### src/rtl/frac_div_pkg.sv
package frac_div_pkg;

   localparam int CNT_W  = 6;
   localparam int FRAC_W = 3;
   localparam int PHS_W  = 3;
   localparam int WORD_W = 16;

   localparam logic [WORD_W-1:0] MASK_CNT = 16'hEFFF;
   localparam logic [WORD_W-1:0] MASK_CTL = 16'h7FFF;
   localparam logic [WORD_W-1:0] MASK_PHS = 16'h3C00;

   typedef struct packed {
      logic [CNT_W-1:0]  hi_cnt;
      logic [CNT_W-1:0]  lo_cnt;
      logic              odd_edge;
      logic              bypass;
      logic              frac_en;
      logic [FRAC_W-1:0] frac;
      logic              rise_adj;
      logic              fall_adj;
      logic [PHS_W-1:0]  phase;
   } div_fields_t;

endpackage

### src/rtl/frac_div_calc.sv
module frac_div_calc
   import frac_div_pkg::*;
#(
   parameter int INT_W = 6
) (
   input  logic [INT_W-1:0]  div_int,
   input  logic [FRAC_W-1:0] div_frac,
   output div_fields_t       fields
);

   logic [CNT_W-1:0] half_c;
   logic [CNT_W-1:0] full_c;
   logic             is_odd;
   logic             frac_one;

   assign full_c   = CNT_W'(div_int);
   assign half_c   = CNT_W'(div_int >> 1);
   assign is_odd   = div_int[0];
   assign frac_one = (div_frac == FRAC_W'(1));

   always_comb begin
      fields = '0;
      if (div_int == INT_W'(1)) begin
         fields.bypass = 1'b1;
      end else if (div_frac == '0) begin
         fields.hi_cnt   = half_c;
         fields.lo_cnt   = full_c - half_c;
         fields.odd_edge = is_odd;
      end else begin
         fields.frac_en  = 1'b1;
         fields.frac     = div_frac;
         fields.odd_edge = is_odd;
         fields.hi_cnt   = half_c;
         fields.lo_cnt   = half_c;
         if (!is_odd) begin
            fields.hi_cnt   = half_c - CNT_W'(1);
            fields.rise_adj = 1'b1;
         end
         if (!is_odd || frac_one)
            fields.lo_cnt = half_c - CNT_W'(1);
         fields.fall_adj = ((!is_odd) ^ frac_one) ||
                           (div_int == INT_W'(2) && frac_one);
         fields.phase    = {is_odd, div_frac[FRAC_W-1:1]};
      end
   end

endmodule

### src/rtl/frac_div_pack.sv
module frac_div_pack
   import frac_div_pkg::*;
(
   input  div_fields_t       fields,
   output logic [WORD_W-1:0] w_cnt,
   output logic [WORD_W-1:0] w_ctl,
   output logic [WORD_W-1:0] w_phs
);

   assign w_cnt = {4'b0, fields.hi_cnt, fields.lo_cnt};
   assign w_ctl = {1'b0, fields.frac, fields.frac_en, fields.rise_adj, 2'b0,
                   fields.odd_edge, fields.bypass, 6'b0};
   assign w_phs = {2'b0, fields.phase, fields.fall_adj, 10'b0};

endmodule

### src/rtl/frac_div_encoder.sv
module frac_div_encoder
   import frac_div_pkg::*;
#(
   parameter int INT_W   = 6,
   parameter bit OUT_REG = 1'b1
) (
   input  logic              clk,
   input  logic              rst_n,
   input  logic              in_valid,
   input  logic [INT_W-1:0]  in_int,
   input  logic [2:0]        in_frac,
   output logic              out_done,
   output logic              out_err,
   output logic [15:0]       cfg_word0,
   output logic [15:0]       cfg_word1,
   output logic [15:0]       cfg_word2,
   output logic [15:0]       cfg_mask0,
   output logic [15:0]       cfg_mask1,
   output logic [15:0]       cfg_mask2
);

   if (INT_W < 2 || INT_W > CNT_W) begin : g_bad_width
      $error("frac_div_encoder: INT_W must lie in 2..CNT_W");
   end

   div_fields_t       fields;
   logic [WORD_W-1:0] nxt_cnt, nxt_ctl, nxt_phs;
   logic              accept, reject;

   assign accept = in_valid && (in_int != '0);
   assign reject = in_valid && (in_int == '0);

   frac_div_calc #(.INT_W(INT_W)) u_calc (
      .div_int  (in_int),
      .div_frac (in_frac),
      .fields   (fields)
   );

   frac_div_pack u_pack (
      .fields (fields),
      .w_cnt  (nxt_cnt),
      .w_ctl  (nxt_ctl),
      .w_phs  (nxt_phs)
   );

   assign cfg_mask0 = MASK_CNT;
   assign cfg_mask1 = MASK_CTL;
   assign cfg_mask2 = MASK_PHS;

   if (OUT_REG) begin : g_reg
      always_ff @(posedge clk or negedge rst_n) begin
         if (!rst_n) begin
            out_done  <= 1'b0;
            out_err   <= 1'b0;
            cfg_word0 <= '0;
            cfg_word1 <= '0;
            cfg_word2 <= '0;
         end else begin
            out_done <= accept;
            out_err  <= reject;
            if (accept) begin
               cfg_word0 <= nxt_cnt;
               cfg_word1 <= nxt_ctl;
               cfg_word2 <= nxt_phs;
            end
         end
      end

      assert_done_latency_R9: assert property (@(posedge clk) disable iff (!rst_n)
         accept |=> out_done && !out_err);
      assert_reject_R10: assert property (@(posedge clk) disable iff (!rst_n)
         reject |=> out_err && !out_done && $stable(cfg_word0) && $stable(cfg_word1)
                    && $stable(cfg_word2));
      assert_idle_hold_R12: assert property (@(posedge clk) disable iff (!rst_n)
         !in_valid |=> !out_done && !out_err && $stable(cfg_word0)
                       && $stable(cfg_word1) && $stable(cfg_word2));
      assert_int_split_R2: assert property (@(posedge clk) disable iff (!rst_n)
         out_done && !cfg_word1[11] && !cfg_word1[6] |->
            (7'(cfg_word0[11:6]) + 7'(cfg_word0[5:0])) == 7'($past(in_int)));
      assert_bypass_only_R1: assert property (@(posedge clk) disable iff (!rst_n)
         out_done && cfg_word1[6] |-> cfg_word0 == '0 && cfg_word2 == '0
                                      && $countones(cfg_word1) == 1);
   end else begin : g_comb
      assign out_done  = accept;
      assign out_err   = reject;
      assign cfg_word0 = nxt_cnt;
      assign cfg_word1 = nxt_ctl;
      assign cfg_word2 = nxt_phs;
   end

endmodule

### config.mk
export PLATFORM = sky130hd
export DESIGN_NAME = frac_div_encoder
export DESIGN_NICKNAME = d
export VERILOG_FILES = /design/src/rtl/frac_div_pkg.sv /design/src/rtl/frac_div_calc.sv /design/src/rtl/frac_div_pack.sv /design/src/rtl/frac_div_encoder.sv
export SDC_FILE = /design/constraint.sdc
export NUM_CORES = 1
export LEC_CHECK = 0
export BUFFER_PORTS_ARGS = -buffer_cell sky130_fd_sc_hd__buf_2
export CORE_ASPECT_RATIO = 1.2
export CORE_MARGIN = 2
export CORE_UTILIZATION = 50
export CTS_BUF_LIST = sky130_fd_sc_hd__clkbuf_2 sky130_fd_sc_hd__clkbuf_4 sky130_fd_sc_hd__clkbuf_8
export DETAILED_ROUTE_END_ITERATION = 6
export HOLD_SLACK_MARGIN = 0.02
export PLACE_DENSITY = 0.89
export SETUP_SLACK_MARGIN = 0.3
export SYNTH_ARGS = -nofsm -noshare
export SYNTH_HDL_FRONTEND = slang
export SYNTH_SLANG_ARGS = --single-unit
### constraint.sdc
create_clock -name clk -period 2.7 [get_ports clk]
set_clock_uncertainty 0.2 [all_clocks]
set_input_delay 0.27 -clock clk [delete_from_list [all_inputs] [get_ports clk]]
set_output_delay 0.27 -clock clk [all_outputs]
set_load 0.01 [all_outputs]
# Yosys cells after proc, flatten, opt, wreduce, memory -nomap -nowiden
# Cells that the tools add are included.
# word_totals
inputBits,12
regBits,25
# classes
n_eq_ne,3
muxes,8
addsub,2
bitwise,1
reduce_logical,9
# op_table
op,n
$mux W13,2
$mux W9,2
$mux W6,2
$eq A6 B1 Y1 const B,1
$eq A6 B2 Y1 const B,1
$logic_not A6 Y1,1
$reduce_bool A6 Y1,1
$sub A5 B1 Y6 const B,1
$sub A6 B5 Y6,1
$eq A3 B1 Y1 const B,1
$logic_and A1 B1 Y1,3
$logic_not A3 Y1,1
$logic_or A1 B1 Y1,2
$mux W1,2
$logic_not A1 Y1,1
$xor A1 B1 Y1,1

# Logic depth before layout (Yosys ltp)
# Gate-level depths: netlist of run 1.
# depth
depth_word,5
ltp_mapped,8
depth_no_buf,8

# Cells and area by module
# A second synthesis of run 1 with hierarchy kept.
# unflattened
hier_cells,309
area_unflattened_um2,3303.2
# modules_own_cells
module,seq_area_each_um2,n_inst,area_each_um2,cells_per_inst
frac_div_encoder,1251.2,1,2249.7,157
frac_div_calc,0.0,1,689.4,103
frac_div_pack,0.0,1,364.1,49

# Worst setup path before layout of run 1
# Ideal clock, no wire load.
# synth_timing
path_type,in2reg
start,input port in_int[0]
end,register cfg_word0[4]
slack_ns,0.675
setup_ns,0.122
arrival_time_ns,1.703
n_path_buf,0
cell_stages,8
cell_sequence,inv_1 ha_1 inv_1 fa_1 nand2b_1 a21oi_1 o41a_1 a32o_1
# synth_between
elab_chain_len,5
elab_cells_between_ends,9
# synth_lines
element,line_no,rtl
"start, declared",frac_div_encoder.sv:10,"input logic [INT_W-1:0] in_int,"
branches (longest 5 deep; another with $sub A6 B5 Y6),n/a,
"end signal, assigned",frac_div_encoder.sv:62,cfg_word0 <= nxt_cnt;
"end, declared",frac_div_encoder.sv:14,"output logic [15:0] cfg_word0,"
# Several ways; the timed one is not identified.
# A chain may end at the register's enable or synchronous reset.

# Worst setup path in the final report of run 1
# Ends and elaborated chain as after synthesis.

==> flow_summary.ini, run 1 <==
[finish]
syn_to_final_growth_pct = -0.128
fillers = 389
final_design_area_no_fill_mm2 = 0.00195
final_layout_size_suffix_gt1_share_pct = 17.1
fin_nets = 286
diodes = 0

[critical_path]
cp.required_ns = 2.65
cpMaxStageDelayCell = fa_1
cp.buffers_inverters = 3
critical_path_class = in2reg
reg2reg_slack_ns = 1.78
r2r_cells = 1
r2r_start = cfg_word2[11]
critical_path.top_delay_family = compound AO/OA/AOI/OAI gates
crit_path_end_kind = register
critPathMaxStageDelay_ns = 0.37
cp_max_fo = 8
r2r_end = cfg_word2[11]
path_cells = buf_2 -> inv_1 -> ha_1 -> inv_1 -> fa_1 -> nand2b_1 -> a21oi_1 -> o41a_1 -> a32o_1
start_kind = primary input
path_common_cell = inv_1
arrival_ns = 2.02

[clock_tree]
cts_buffers = 3
htree_num_levels = 1
clk_latency_ns = 0.26
clkSinkCount = 23
clk_pin_slew_worst_paths_ns = 0.08
cts_root_buf = clkbuf_8
cts_resized = 0
cts_setup_buffers = 0
cts_tree = done
clock_path_buffers = 2

[worst_hold_path]
min_from = in_valid
holdPathStages = 3
holdCritPathClass = in2reg
hold_end = out_err

[pwr]
swShare_pct = 33.1
power_leakage_nw = 1.06
p_sw_uw = 288
peakVddDrop_uv = 194
seqPwrFrac_pct = 45.4
p_per_area_mw_per_mm2 = 446
intPower_uw = 582
power_frac_clock_pct = 25.1
pwr-share-comb_pct = 29.5

[timing]
slew_headroom_pct = 61.8
maxSlewViolCount = 0
worstMarginPinSlew_ns = 0.571
fin_setup_tns_ns = 0
setup_viol = 0
hold_viol = 0
fin_crit_sh_pct = 76.6
fmax_mhz = 483
min_period_ns = 2.07
rsz0062_at_grt = false

[place]
gp_congestion = 0.848
placed_area_mm2 = 0.00189
io_buffers = 36
hpwl_mm = 2.83

[drt]
drc_errors = 0
avgRoutedWirePerCell_um = 11.1
wl_mm = 3.43
firstDrtPassIters = 4
via_per_inst = 4.40
vias = 1363
drt.antenna.violating_nets = 0
drt_iter0_drc = 60

[floorplanning]
dieWidth_um = 61.1
rows = 24
coreArea_mm2 = 0.00369
die-area_mm2 = 0.00442
initial_core_util_pct = 52.9
die_y_um = 72.5
io_pins = 110

[synthesis]
syn-cell-area_mm2 = 0.00195
synthArstFlopShare_pct = 100
synth_top_area_share_pct = 29.5
ys_types = 35
synth_ff_type = dfrtp_1
ys_seq_elements = 23
post-synth-top-area-cell = dfrtp_1
synth-edff-count = 0
synthTopCellsByArea = dfrtp_1 (29%), buf_4 (29%), ha_1 (9.0%), nand2_1 (4.0%), xnor2_1 (3.1%)
syn_area_per_cell_um2 = 8.68
synth_warnings = 0
syn_inst = 225
seq_area_frac_synth_pct = 29.5

[global_route]
grt_pass1_vias = 1132
grt-ovfl-total = 0
grt_max_degree = 24
track_usage_pct = 14.8
grt_pass1_wl_mm = 5.03
antenna_found_initial = 0

[status]
outcome = complete, no violations

[job]
max-cap-violations = 0
-- kinds of logic after synthesis --
group	count (synthesis)	synth area share, %
AND/OR/NAND/NOR	47	11.0
AO/OA/AOI/OAI	37	13.2
flip-flops	23	29.5
buffers and inverters	93	32.4
XOR/XNOR	8	3.59
adder cells (fa/ha/maj)	15	9.99
other	2	0.385
-- power groups by stage --
stage                     Clock, mW  Combinational (mW)  Sequential (mW)
after global routing          0.230               0.287            0.400
after floorplan                   0               0.231            0.421
final                         0.218               0.256            0.396
after detailed placement          0               0.253            0.403
after CTS                     0.224               0.256            0.396
after global placement            0               0.250            0.402
-- through the flow --
stage          total power, mW  utilization [%]  cells  worst slack (ns)  hold WS, ns
2_1_floorplan            0.652                -    296             0.675       -0.226
3_3_place_gp             0.652             51.2    305             0.406       0.0584
3_5_place_dp             0.657             51.2    305             0.356       0.0688
4_1_cts                  0.875             52.8    310             0.627       0.0444
5_1_grt                  0.917             52.8    310             0.526       0.0623
6_report                 0.870             52.8    310             0.631       0.0504
-- cell type report --
class / instances / area (µm²) / share of cell area, %
clock buffers: 4 / 48.8 / 2.50
inverters: 12 / 45.0 / 2.31
multi-input cells: 180 / 1010 / 51.8
flip-flops and latches: 23 / 576 / 29.5
well taps: 52 / 65.1 / 3.34
repair buffers: 39 / 205 / 10.5
-- worst max path at each step --
stage | end | cells past startpoint | start
6_report | cfg_word0[4] | 9 | in_int[0]
5_1_grt | cfg_word0[4] | 9 | in_int[0]
4_1_cts | cfg_word0[4] | 9 | in_int[0]
3_5_place_dp | cfg_word0[4] | 9 | in_int[0]
3_3_place_gp | cfg_word0[4] | 9 | in_int[0]
2_1_floorplan | cfg_word0[4] | 8 | in_int[0]
-- routing by layer --
layer	vias to the layer above	share of wire, %	track usage, %
met5	-	0	0
met4	0	1.4	5.07
met3	5	6.4	1.07
met2	76	52	27.0
met1	624	41	17.6
li1	658	-	-
-- timing repair --
item,4_1_cts,5_1_grt
hold endpoints to repair,23,0
hold buffers,1,0
setup endpoints to repair,0,0
-- synth_stat cells (3+ instances only) --
master	count
buf_4	75
dfrtp_1	23
nand2_1	21
ha_1	14
inv_1	12
o21ai_0	12
nor2_1	7
xnor2_1	7
nand3_1	6
a21oi_1	5
a22o_1	4
clkbuf_1	4
nor3_1	4
a32o_1	3
-- sequential cells by signal (all words and copies together) (netlist names) --
register	count
out_done	1
cfg_word1	5
out_err	1
cfg_word0	12
cfg_word2	4
-- cell usage in the layout (no fill, tap or decap), types with 3 or more instances in the layout --
master	n
conb_1	73
o21ai_0	12
xnor2_1	7
dfrtp_1	23
nor3_1	4
nand2_1	21
nor2_1	7
a32o_1	3
buf_2	36
ha_1	14
a21oi_1	5
a22o_1	4
inv_1	12
clkbuf_8	3
nand3_1	6
No activity file was read; power rests on OpenSTA's default activity.
==> inputs of run 2 (changes only) <==
--- a/config.mk
+++ b/config.mk
@@ -8,11 +8,11 @@
 export BUFFER_PORTS_ARGS = -buffer_cell sky130_fd_sc_hd__buf_2
 export CORE_ASPECT_RATIO = 1.2
 export CORE_MARGIN = 2
-export CORE_UTILIZATION = 50
+export CORE_UTILIZATION = 46
 export CTS_BUF_LIST = sky130_fd_sc_hd__clkbuf_2 sky130_fd_sc_hd__clkbuf_4 sky130_fd_sc_hd__clkbuf_8
 export DETAILED_ROUTE_END_ITERATION = 6
 export HOLD_SLACK_MARGIN = 0.02
-export PLACE_DENSITY = 0.89
+export PLACE_DENSITY = 0.83
 export SETUP_SLACK_MARGIN = 0.3
 export SYNTH_ARGS = -nofsm -noshare
 export SYNTH_HDL_FRONTEND = slang
==> constraint.sdc (replaced) <==
create_clock -name clk -period 2.12 [get_ports clk]
set_clock_uncertainty 0.2 [all_clocks]
set_input_delay 0.212 -clock clk [delete_from_list [all_inputs] [get_ports clk]]
set_output_delay 0.212 -clock clk [all_outputs]
set_load 0.01 [all_outputs]
==> run 2 against run 1 <==
Total power is 29% higher; global-route usage hardly changed; critical path type unchanged; clock-buffer cell count is 1 lower; sequential share of layout area is 1.4 points lower; first-iteration DRC count is 6.7% higher; sequential cell count stayed put; wire length is 6.6% higher; clock power is 23% higher.
==> flow_summary.ini, run 2 (same netlist as run 1, synthesis figures left out) <==
[global_route]
grt-ovfl-total = 0
grt_pass1_vias = 1239
antenna_found_initial = 0
grt_pass1_wl_mm = 5.58
grt_max_degree = 24
track_usage_pct = 14.7

[clock_tree]
cts_buffers = 3
cts_root_buf = clkbuf_8
clk_latency_ns = 0.26
cts_tree = done
htree_num_levels = 1
clk_pin_slew_worst_paths_ns = 0.08
cts_setup_buffers = 0
clock_path_buffers = 2
clkSinkCount = 23

[pwr]
seqPwrFrac_pct = 45.1
p_sw_uw = 380
pwr-share-comb_pct = 31.0
peakVddDrop_uv = 205
swShare_pct = 33.9
power_frac_clock_pct = 24.0
power_mw = 1.12
intPower_uw = 739
p_per_area_mw_per_mm2 = 546
power_leakage_nw = 1.09

[timing]
rsz0062_at_grt = false
timing.hold.ws_ns = 0.0398
fin_ws_ns = 0.381
fin_crit_sh_pct = 82.0
min_period_ns = 1.74
hold_viol = 0
fmax_mhz = 575
setup_viol = 0
maxSlewViolCount = 0
fin_setup_tns_ns = 0

[worst_hold_path]
holdCritPathClass = in2reg
holdPathStages = 2
min_from = in_frac[0]

[critical_path]
path_cells = buf_2 -> clkinvlp_4 -> ha_4 -> inv_1 -> fa_2 -> nand2b_1 -> a21oi_2 -> o41a_1 -> a32o_1
cp.required_ns = 2.07
r2r_cells = 1
arrival_ns = 1.69
critical_path_class = in2reg
cp_max_fo = 6
crit_path_end_kind = register
critPathMaxStageDelay_ns = 0.33
cpMaxStageDelayCell = fa_2
startpoint = in_int[0]
r2r_start = cfg_word2[11]
reg2reg_slack_ns = 1.18
start_kind = primary input

[floorplanning]
initial_core_util_pct = 48.8
coreArea_mm2 = 0.00400
die-area_mm2 = 0.00479
die_y_um = 75.4
rows = 25
dieWidth_um = 63.5
io_pins = 110

[place]
placed_area_mm2 = 0.00196
gp_congestion = 0.849
dpl_worst_slack_ns = 0.0979
hpwl_mm = 2.97
io_buffers = 36

[drt]
drt.antenna.violating_nets = 0
drt_iter0_drc = 64
wl_mm = 3.66
vias = 1392
drc_errors = 0
via_per_inst = 4.36
avgRoutedWirePerCell_um = 11.5
firstDrtPassIters = 4

[finish]
top_regs = cfg_word0: 12 flops, cfg_word1: 5 flops, cfg_word2: 4 flops
diodes = 0
largest_register_ffs = 12
fin_nets = 293
regMostFlops = cfg_word0
final_layout_size_suffix_gt1_share_pct = 20.0
syn_to_final_growth_pct = 5.00
final_cell_mix = conb_1 (73), buf_2 (36), dfrtp_1 (23), nand2_1 (21), ha_1 (13)
final_design_area_no_fill_mm2 = 0.00205
final_common_cell = conb_1

[status]
outcome = complete, no violations

[job]
max-cap-violations = 0
run 2: through the flow:
step / util (%) / cells
after detailed placement: 48.9 / 311
after CTS: 51.1 / 319
final: 51.2 / 319
after global placement: 48.9 / 311
after global routing: 51.2 / 319
after floorplan: - / 296
run 2: worst paths after layout:
path,end
max reg2reg,cfg_word2[11]
max,cfg_word0[4]
min in group asynchronous,out_done
min,cfg_word1[12]
max in group asynchronous,cfg_word0[2]
min reg2reg,cfg_word2[10]
run 2: timing repair:
| item | CTS | global route |
|---|---|---|
| resized for setup | 0 | 1 |
| hold endpoints to repair | 26 | 0 |
| hold buffers | 4 | 0 |
| setup endpoints to repair | 0 | 1 |
run 2: final cells by class:
class                           count  area (µm²)
Sequential cell                    23         576
Inverter                           12        48.8
Clock buffer                        3        41.3
Clock inverter                      1        5.00
Multi-Input combinational cell    180        1030
Timing Repair Buffer               46         278
Fill cell                         417        1950
Tap cell                           54        67.6
run 2: critical path: cells and delay by family:
family / cells / cell delay [ns]
fa+ha+maj: 2 / 0.47
simple gates: 1 / 0.12
compound gates: 3 / 0.60
buf+inv: 3 / 0.29
run 2: power by group through the flow:
stage | registers, mW | logic [mW] | clock network, mW
finish | 0.504 | 0.347 | 0.268
global route | 0.510 | 0.388 | 0.297
CTS | 0.505 | 0.344 | 0.271
detailed placement | 0.514 | 0.337 | 0
global placement | 0.512 | 0.334 | 0
floorplan | 0.536 | 0.297 | 0
run 2: routing by layer:
layer,part of all wire [%],vias to the layer above,track usage [%]
li1,-,671,-
met1,37,643,16.7
met2,54,69,27.7
met3,6.4,9,2.07
met4,2.4,0,6.76
met5,0,-,0
